File: config.mk
export PLATFORM = sky130hd
export DESIGN_NAME = ivec_fetch
export DESIGN_NICKNAME = d
export VERILOG_FILES = /design/src/rtl/ivec_pkg.sv /design/src/rtl/ivec_nmi.sv /design/src/rtl/ivec_arb.sv /design/src/rtl/ivec_seq.sv /design/src/rtl/ivec_fetch.sv
export SDC_FILE = /design/constraint.sdc
export NUM_CORES = 1
export LEC_CHECK = 0
export CORE_ASPECT_RATIO = 2
export CORE_MARGIN = 4
export CORE_UTILIZATION = 41
export CTS_BUF_LIST = sky130_fd_sc_hd__clkbuf_2
export CTS_CLUSTER_DIAMETER = 120
export DETAILED_ROUTE_END_ITERATION = 6
export PLACE_DENSITY_LB_ADDON = 0.08
export REMOVE_ABC_BUFFERS = 1
export SLEW_MARGIN = 5
export SYNTH_ARGS = -nofsm -noshare
export SYNTH_HDL_FRONTEND = slang
export SYNTH_SLANG_ARGS = --single-unit
export TNS_END_PERCENT = 30
File: constraint.sdc
create_clock -name clk -period 2.3 [get_ports clk]
set_input_delay 0.46 -clock clk [delete_from_list [all_inputs] [get_ports clk]]
set_output_delay 0.46 -clock clk [all_outputs]
set_load 0.005 [all_outputs]
File: src/rtl/ivec_pkg.sv
`timescale 1ns/1ps
package ivec_pkg;

   typedef enum logic [1:0] {
      ST_IDLE,
      ST_RD_OFS,
      ST_RD_SEG,
      ST_DONE
   } fetch_st_t;

   localparam logic [7:0] TY_DIV  = 8'h00;
   localparam logic [7:0] TY_STEP = 8'h01;
   localparam logic [7:0] TY_NMI  = 8'h02;
   localparam logic [7:0] TY_BKPT = 8'h03;
   localparam logic [7:0] TY_OVF  = 8'h04;

endpackage

File: src/rtl/ivec_nmi.sv
`timescale 1ns/1ps
module ivec_nmi #(
   parameter bit EDGE_MODE = 1'b1
) (
   input  logic clk,
   input  logic rst_n,
   input  logic nmi_i,
   input  logic take_i,
   output logic req_o
);

   generate
      if (EDGE_MODE) begin : g_edge
         logic nmi_q;
         logic pend_q;
         logic rise;

         assign rise  = nmi_i & ~nmi_q;
         assign req_o = pend_q | rise;

         always_ff @(posedge clk or negedge rst_n) begin
            if (!rst_n) begin
               nmi_q  <= 1'b0;
               pend_q <= 1'b0;
            end else begin
               nmi_q <= nmi_i;
               if (take_i)
                  pend_q <= 1'b0;
               else if (rise)
                  pend_q <= 1'b1;
            end
         end
      end else begin : g_level
         logic unused_lvl;
         assign unused_lvl = clk ^ rst_n ^ take_i;
         assign req_o      = nmi_i;
      end
   endgenerate

endmodule

File: src/rtl/ivec_arb.sv
`timescale 1ns/1ps
module ivec_arb
   import ivec_pkg::*;
#(
   parameter int TYPE_W = 8
) (
   input  logic              div_i,
   input  logic              sw_i,
   input  logic [TYPE_W-1:0] sw_type_i,
   input  logic              bkpt_i,
   input  logic              ovf_i,
   input  logic              nmi_i,
   input  logic              intr_i,
   input  logic [TYPE_W-1:0] intr_type_i,
   input  logic              step_i,
   input  logic              if_i,
   input  logic              tf_i,
   output logic              win_o,
   output logic              win_nmi_o,
   output logic [TYPE_W-1:0] win_type_o
);

   logic intr_ok;
   logic step_ok;

   assign intr_ok = intr_i & if_i;
   assign step_ok = step_i & tf_i;

   always_comb begin
      win_o      = 1'b1;
      win_nmi_o  = 1'b0;
      win_type_o = '0;
      if (div_i)
         win_type_o = TYPE_W'(TY_DIV);
      else if (sw_i)
         win_type_o = sw_type_i;
      else if (bkpt_i)
         win_type_o = TYPE_W'(TY_BKPT);
      else if (ovf_i)
         win_type_o = TYPE_W'(TY_OVF);
      else if (nmi_i) begin
         win_type_o = TYPE_W'(TY_NMI);
         win_nmi_o  = 1'b1;
      end else if (intr_ok)
         win_type_o = intr_type_i;
      else if (step_ok)
         win_type_o = TYPE_W'(TY_STEP);
      else
         win_o = 1'b0;
   end

endmodule

File: src/rtl/ivec_seq.sv
`timescale 1ns/1ps
module ivec_seq
   import ivec_pkg::*;
#(
   parameter int TYPE_W = 8,
   parameter int ADDR_W = 20,
   parameter int DATA_W = 16
) (
   input  logic              clk,
   input  logic              rst_n,
   input  logic              win_i,
   input  logic [TYPE_W-1:0] win_type_i,
   input  logic              flags_we_i,
   input  logic              if_d_i,
   input  logic              tf_d_i,
   input  logic [DATA_W-1:0] mem_rdata_i,
   input  logic              mem_rdy_i,
   output logic              mem_rd_o,
   output logic [ADDR_W-1:0] mem_addr_o,
   output logic              if_o,
   output logic              tf_o,
   output logic              take_o,
   output logic              busy_o,
   output logic              done_o,
   output logic [DATA_W-1:0] vec_ip_o,
   output logic [DATA_W-1:0] vec_cs_o,
   output logic [TYPE_W-1:0] vec_type_o
);

   localparam int SLOT_SH = 2;

   fetch_st_t         st_q;
   logic [TYPE_W-1:0] type_q;
   logic [DATA_W-1:0] ip_q;
   logic [DATA_W-1:0] cs_q;
   logic              if_q;
   logic              tf_q;
   logic [ADDR_W-1:0] base;

   assign take_o   = (st_q == ST_IDLE) && win_i;
   assign mem_rd_o = (st_q == ST_RD_OFS) || (st_q == ST_RD_SEG);
   assign busy_o   = (st_q != ST_IDLE);
   assign done_o   = (st_q == ST_DONE);

   assign base       = ADDR_W'({type_q, {SLOT_SH{1'b0}}});
   assign mem_addr_o = (st_q == ST_RD_SEG) ? (base | ADDR_W'(2)) : base;

   always_ff @(posedge clk or negedge rst_n) begin
      if (!rst_n) begin
         st_q   <= ST_IDLE;
         type_q <= '0;
         ip_q   <= '0;
         cs_q   <= '0;
      end else begin
         case (st_q)
            ST_IDLE: begin
               if (win_i) begin
                  type_q <= win_type_i;
                  st_q   <= ST_RD_OFS;
               end
            end
            ST_RD_OFS: begin
               if (mem_rdy_i) begin
                  ip_q <= mem_rdata_i;
                  st_q <= ST_RD_SEG;
               end
            end
            ST_RD_SEG: begin
               if (mem_rdy_i) begin
                  cs_q <= mem_rdata_i;
                  st_q <= ST_DONE;
               end
            end
            default: st_q <= ST_IDLE;
         endcase
      end
   end

   always_ff @(posedge clk or negedge rst_n) begin
      if (!rst_n) begin
         if_q <= 1'b0;
         tf_q <= 1'b0;
      end else if (take_o) begin
         if_q <= 1'b0;
         tf_q <= 1'b0;
      end else if (flags_we_i) begin
         if_q <= if_d_i;
         tf_q <= tf_d_i;
      end
   end

   assign if_o       = if_q;
   assign tf_o       = tf_q;
   assign vec_ip_o   = ip_q;
   assign vec_cs_o   = cs_q;
   assign vec_type_o = type_q;

endmodule

File: src/rtl/ivec_fetch.sv
`timescale 1ns/1ps
module ivec_fetch #(
   parameter int TYPE_W   = 8,
   parameter int ADDR_W   = 20,
   parameter int DATA_W   = 16,
   parameter bit NMI_EDGE = 1'b1
) (
   input  logic              clk,
   input  logic              rst_n,
   input  logic              nmi_i,
   input  logic              intr_i,
   input  logic [TYPE_W-1:0] intr_type_i,
   input  logic              div_err_i,
   input  logic              sw_req_i,
   input  logic [TYPE_W-1:0] sw_type_i,
   input  logic              bkpt_i,
   input  logic              ovf_i,
   input  logic              step_i,
   input  logic              flags_we_i,
   input  logic              if_d_i,
   input  logic              tf_d_i,
   input  logic [DATA_W-1:0] mem_rdata_i,
   input  logic              mem_rdy_i,
   output logic              mem_rd_o,
   output logic [ADDR_W-1:0] mem_addr_o,
   output logic              if_o,
   output logic              tf_o,
   output logic              busy_o,
   output logic              done_o,
   output logic [DATA_W-1:0] vec_ip_o,
   output logic [DATA_W-1:0] vec_cs_o,
   output logic [TYPE_W-1:0] vec_type_o
);

   generate
      if (TYPE_W < 3) begin : g_bad_type
         $error("TYPE_W must hold the fixed types");
      end
      if (ADDR_W < TYPE_W + 2) begin : g_bad_addr
         $error("ADDR_W too narrow for the vector table");
      end
      if (DATA_W < 1) begin : g_bad_data
         $error("DATA_W must be positive");
      end
   endgenerate

   logic              nmi_req;
   logic              win;
   logic              win_nmi;
   logic [TYPE_W-1:0] win_type;
   logic              take;

   ivec_nmi #(.EDGE_MODE(NMI_EDGE)) u_nmi (
      .clk    (clk),
      .rst_n  (rst_n),
      .nmi_i  (nmi_i),
      .take_i (take & win_nmi),
      .req_o  (nmi_req)
   );

   ivec_arb #(.TYPE_W(TYPE_W)) u_arb (
      .div_i       (div_err_i),
      .sw_i        (sw_req_i),
      .sw_type_i   (sw_type_i),
      .bkpt_i      (bkpt_i),
      .ovf_i       (ovf_i),
      .nmi_i       (nmi_req),
      .intr_i      (intr_i),
      .intr_type_i (intr_type_i),
      .step_i      (step_i),
      .if_i        (if_o),
      .tf_i        (tf_o),
      .win_o       (win),
      .win_nmi_o   (win_nmi),
      .win_type_o  (win_type)
   );

   ivec_seq #(.TYPE_W(TYPE_W), .ADDR_W(ADDR_W), .DATA_W(DATA_W)) u_seq (
      .clk         (clk),
      .rst_n       (rst_n),
      .win_i       (win),
      .win_type_i  (win_type),
      .flags_we_i  (flags_we_i),
      .if_d_i      (if_d_i),
      .tf_d_i      (tf_d_i),
      .mem_rdata_i (mem_rdata_i),
      .mem_rdy_i   (mem_rdy_i),
      .mem_rd_o    (mem_rd_o),
      .mem_addr_o  (mem_addr_o),
      .if_o        (if_o),
      .tf_o        (tf_o),
      .take_o      (take),
      .busy_o      (busy_o),
      .done_o      (done_o),
      .vec_ip_o    (vec_ip_o),
      .vec_cs_o    (vec_cs_o),
      .vec_type_o  (vec_type_o)
   );

endmodule

# [Word level (Yosys, flattened, before mapping)]
# Index checks and enable logic that the tools add are counted.
[word_totals] reg_bits=46 in_bits=45 wordCells=60
[op_classes] n_eq_ne=6 muxes=30 n_bitwise=6 reduce_logical=10
[ops] operator="8-bit 2-to-1 mux" n=6
[ops] operator="1-bit 2-to-1 mux" n=19
[ops] operator="2-bit 2-to-1 mux" n=4
[ops] operator="2-bit case mux with 3 select lines" n=1
[ops] operator="2-bit AND reduction" n=3
[ops] operator="2-bit nonzero test" n=3
[ops] operator="1-bit bitwise AND" n=4
[ops] operator="2-bit equality test, second input constant" n=2
[ops] operator="2-bit inequality test, second input constant" n=2
[ops] operator="3-bit AND reduction" n=1
[ops] operator="2-bit by 1-bit equality test with 1-bit output, second input constant" n=1
[ops] operator="2-bit zero test" n=1
[ops] operator="2-bit by 1-bit inequality test with 1-bit output, second input constant" n=1
[ops] operator="1-bit logical AND" n=1
[ops] operator="1-bit logical OR" n=1
[ops] operator="1-bit NOT" n=1
[ops] operator="1-bit bitwise OR" n=1

# [Depth between registers and ports, before layout]
[depth] ltp_word=11 ltp_mapped=6

# [Hierarchy]
# A second synthesis with hierarchy kept.
[unflattened] cells_unflattened=168 area_unflattened_um2=2279.7
[by_module_without_submodules] module="ivec_seq" n_inst=1 cells_each=128 area_each_um2=1968.1
[by_module_without_submodules] module="ivec_arb" n_inst=1 cells_each=33 area_each_um2=225.2
[by_module_without_submodules] module="ivec_nmi" n_inst=1 cells_each=6 area_each_um2=80.1
[by_module_without_submodules] module="ivec_fetch" n_inst=1 cells_each=1 area_each_um2=6.3

# [Least setup slack after synthesis]
# Ideal clock, no wire load.
[synth_path] path_kind="input-to-reg" start="input sw_req_i" end="register u_seq.type_q[1] (netlist: u_seq.vec_type_o[1])" setup_ps=110 t_arrival_ps=1801 required_time_ps=2190 slack_ps=388 path_stages=6 path_buffers=2 cell_sequence="buf_6 > or4_4 > o41ai_4 > buf_6 > nand2_1 > o41ai_1"
[synth_between] elab_chain_len=3 elab_cells_between_ends=5 cone_classes="4 x mux; 1 x reduce/logical"
[synth_rtl] element="start: declaration" line_no="ivec_fetch.sv:14" rtl="input logic sw_req_i,"
[synth_rtl] element="1-bit 2-to-1 mux" line_no="ivec_arb.sv:35" rtl="else if (sw_i)"
[synth_rtl] element="1-bit 2-to-1 mux" line_no="ivec_arb.sv:33" rtl="if (div_i)"
[synth_rtl] element="2-bit AND reduction (no source line)"
[synth_rtl] element="end signal: assignment" line_no="ivec_seq.sv:58" rtl="type_q <= win_type_i;"
[synth_rtl] element="end: declaration" line_no="ivec_seq.sv:33" rtl="logic [TYPE_W-1:0] type_q;"
# Parallel ways exist; a longest one is shown, timed or not.
# A chain may end at the register's enable or synchronous reset.

# [Worst setup path after layout]
[layout_path] start="register u_seq.st_q[0]" end="output mem_addr_o[1]"
[layout_between] elab_chain_len=2
[layout_rtl] element="start: declaration" line_no="ivec_seq.sv:32" rtl="fetch_st_t st_q;"
[layout_rtl] element="start signal: assignment" line_no="ivec_seq.sv:50" rtl="st_q <= ST_IDLE;"
[layout_rtl] element="start signal: assignment" line_no="ivec_seq.sv:59" rtl="st_q <= ST_RD_OFS;"
[layout_rtl] element="start signal: assignment" line_no="ivec_seq.sv:65" rtl="st_q <= ST_RD_SEG;"
[layout_rtl] element="2-bit equality test" line_no="ivec_seq.sv:46" rtl="assign mem_addr_o = (st_q == ST_RD_SEG) ? (base | ADDR_W'(2)) : base;"
[layout_rtl] element="2-bit 2-to-1 mux" line_no="ivec_seq.sv:46"
[layout_rtl] element="end: declaration" line_no="ivec_fetch.sv:25" rtl="output logic [ADDR_W-1:0] mem_addr_o,"
# Every way passes these cells.

==> out/results.ini <==
[power_and_ir_drop]
powerDensity_mw_per_mm2 = 1160
vdd_ir_drop_max_mv = 0.810
power.internal_mw = 2.59
p_seq_share_pct = 38.3
power_frac_clock_pct = 8.4
switching_share_pct = 30.0
p_comb_share_pct = 53.3
p_total_mw = 3.71
p_sw_mw = 1.11
p_leak_nw = 1.38

[finish]
stdcell_count = 334
syn2layout_area_growth_pct = 50.2
multiInputGateArea_sq_um = 826
diodes = 0
layout-drive-gt1-share_pct = 20.9
nFillCells = 419
final_nets = 325
seq_area_sq_mm = 0.00115

[timing]
finalCritPeriodShare_pct = 94.7
finalHoldViolations = 0
fin_worst_skew_ns = 0.0260
rsz0062_at_grt = false
tightest_slew_ns = 0.588
setup_viol = 0
hold_ws_ns = 0.479
post-route-min-period_ns = 2.18
fmax_ghz = 0.459
slew_headroom_pct = 60.8
finalSetupTns_ns = 0
drv_slew = 0

[route]
routed_wl_microns = 5330
drc = 0
first_pass_iters = 4
via_per_inst = 5.03
drt_iter0_markers = 45
ant_nets = 0
wl_per_cell_microns = 16.0
dr_total_vias = 1680

[clocking]
htree_levels = 2
root_buffer = clkbuf_2
cts_num_sinks = 46
path_clk_slew_ns = 0.23
cts_tree = built
clockBufferDepth = 2
clkLatencyLatePin_ns = 0.41
numCtsBuffers = 5

[floorplan]
start_util_pct = 43.0
fp-row-count = 36
ios = 110
die_h_microns = 110
die_width_microns = 59.0
dieArea_sq_mm = 0.00649
design.core.area_sq_mm = 0.00495

[grt]
gr-total-overflow = 0
gr-usage-all-layers_pct = 16.9
grt_pass1_wl_microns = 8290
grt_max_degree = 27
antenna_found_initial = 0
grt_pass1_vias = 1807

[worst_hold_path]
hold_path_end = u_nmi.g_edge.nmi_q$_DFF_PN0_
holdPathStages = 1
holdCritStartpoint = nmi_i
hold_path.class = in -> reg

[setup_path]
r2r-end = u_seq.vec_ip_o[11]$_DFFE_PN0P_
arrival_ns = 1.72
crit_path_max_fanout = 4
r2r_cells = 5
ff2ff_setup_slack_ns = 0.69
cp.required_ns = 1.84
critPathLaunchType = flop
worstSetupEndpointType = output pin
critical_path_class = reg -> out
r2r_start = u_seq.st_q[0]$_DFFE_PN0P_

[placed_design]
hpwl_microns = 4160
gp_congestion = 0.818
port_buffers = 98
place_inst = 323

[yosys]
synth_edf_count = 0
ys_types = 29
ys_ff_latch = 46
synth_ff_type = dfrtp_1
syn-cell-area_sq_mm = 0.00213
synth-async-reset-ratio_pct = 100
synth_cells = 170
avgSynthCellArea_sq_um = 12.5
yosysWarnings = 0
ys_seq_area_share_pct = 54.0

[run]
maxCapViolCount = 0

[status]
status = completed

==> Yosys cell counts, types with 2 or more instances <==
cell type	count	area, sq um
a21oi_1	4	20.0
a22oi_1	5	37.5
and3_1	3	18.8
buf_4	19	143
buf_6	2	22.5
clkbuf_1	2	7.51
dfrtp_1	46	1150
ha_1	4	50.1
inv_1	5	18.8
mux2_2	33	372
mux2i_1	3	30.0
nand2_1	11	41.3
nor2_1	9	33.8
nor2b_1	3	18.8
o21ai_0	6	30.0
o41ai_1	2	17.5
==> how the worst max path moves through the flow <==
stage                              startpoint                         endpoint  slack (ns)  depth (start not counted)
finish              u_seq.st_q[0]$_DFFE_PN0P_                    mem_addr_o[1]        0.12                          3
global route        u_seq.st_q[0]$_DFFE_PN0P_                           busy_o        0.03                          4
CTS                 u_seq.st_q[0]$_DFFE_PN0P_                           busy_o        0.03                          4
detailed placement                     bkpt_i        u_seq.st_q[1]$_DFFE_PN0P_        0.04                          5
global placement                       bkpt_i        u_seq.st_q[1]$_DFFE_PN0P_        0.06                          5
floorplan                              bkpt_i  u_seq.vec_type_o[0]$_DFFE_PN0P_        0.34                          3
==> layout make-up <==
type | instances | area share [%]
inverter | 6 | 0.703
clock buffer | 5 | 0.781
tap | 57 | 2.23
timing repair buffer | 112 | 34.2
multi-input combinational | 105 | 25.8
clock inverter | 3 | 0.352
sequential | 46 | 35.9
==> logic make-up after synthesis <==
kind of cell,count (synthesis),share of synthesized area (%)
AOI/OAI and AO/OA,24,8.57
muxes,36,18.8
and+or+nand+nor,30,6.92
adders and majority gates,4,2.35
other,1,0.176
buffers and inverters,29,9.16
DFF,46,54.0
==> per-stage QoR <==
stage	setup WS [ns]	area, sq um	utilization (%)
finish	0.121	3200	64.6
global route	0.0253	3200	64.6
CTS	0.0280	3200	64.6
detailed placement	0.0380	3140	63.4
global placement	0.0564	3140	63.4
floorplan	0.338	2000	-
==> placed cells by master, fill, tap and decap left out, types with 2 or more instances in the layout <==
master	n
and3_1	3
dfrtp_1	46
clkdlybuf4s50_1	97
mux2_2	33
nor2b_1	3
a22oi_1	5
inv_1	5
clkinv_1	3
ha_1	3
nor2_1	9
buf_4	12
conb_1	11
o21ai_0	6
mux2i_1	3
o41ai_1	2
nand2_1	11
a21oi_1	4
clkbuf_2	5
==> critical path: stages (launching register included) <==
cell             delay (ns)
dfrtp_1                0.45
inv_1                  0.09
ha_1                   0.24
clkdlybuf4s50_1        0.53
==> sequential cells by signal (all words and copies together) (netlist names) <==
signal	flops
u_seq.if_o	1
u_seq.vec_cs_o	16
u_seq.vec_type_o	8
u_seq.vec_ip_o	16
u_nmi.g_edge.nmi_q	1
u_seq.st_q	2
u_seq.tf_o	1
u_nmi.g_edge.pend_q	1
==> repair_timing <==
action	CTS	global route
hold buffers	1	0
hold endpoints to repair	7	0
gates resized for setup	0	1
setup endpoints to repair	1	1
setup buffers	2	0
==> layer usage <==
| layer | global-route usage (%) | vias to the layer above | share of wire [%] |
|---|---|---|---|
| li1 | - | 777 | - |
| met1 | 16.2 | 819 | 34 |
| met2 | 32.0 | 72 | 56 |
| met3 | 5.01 | 12 | 7.8 |
| met4 | 7.13 | 0 | 2.5 |
| met5 | 0 | - | 0 |
==> power by group through the flow <==
stage,clock [mW],sequential [mW],combinational [mW]
2_1_floorplan,0,1.47,0.649
3_3_place_gp,0,1.44,1.94
3_5_place_dp,0,1.46,1.96
4_1_cts,0.333,1.43,2.01
5_1_grt,0.367,1.48,2.14
6_report,0.312,1.42,1.97
Power figures use the tool's default switching activity.
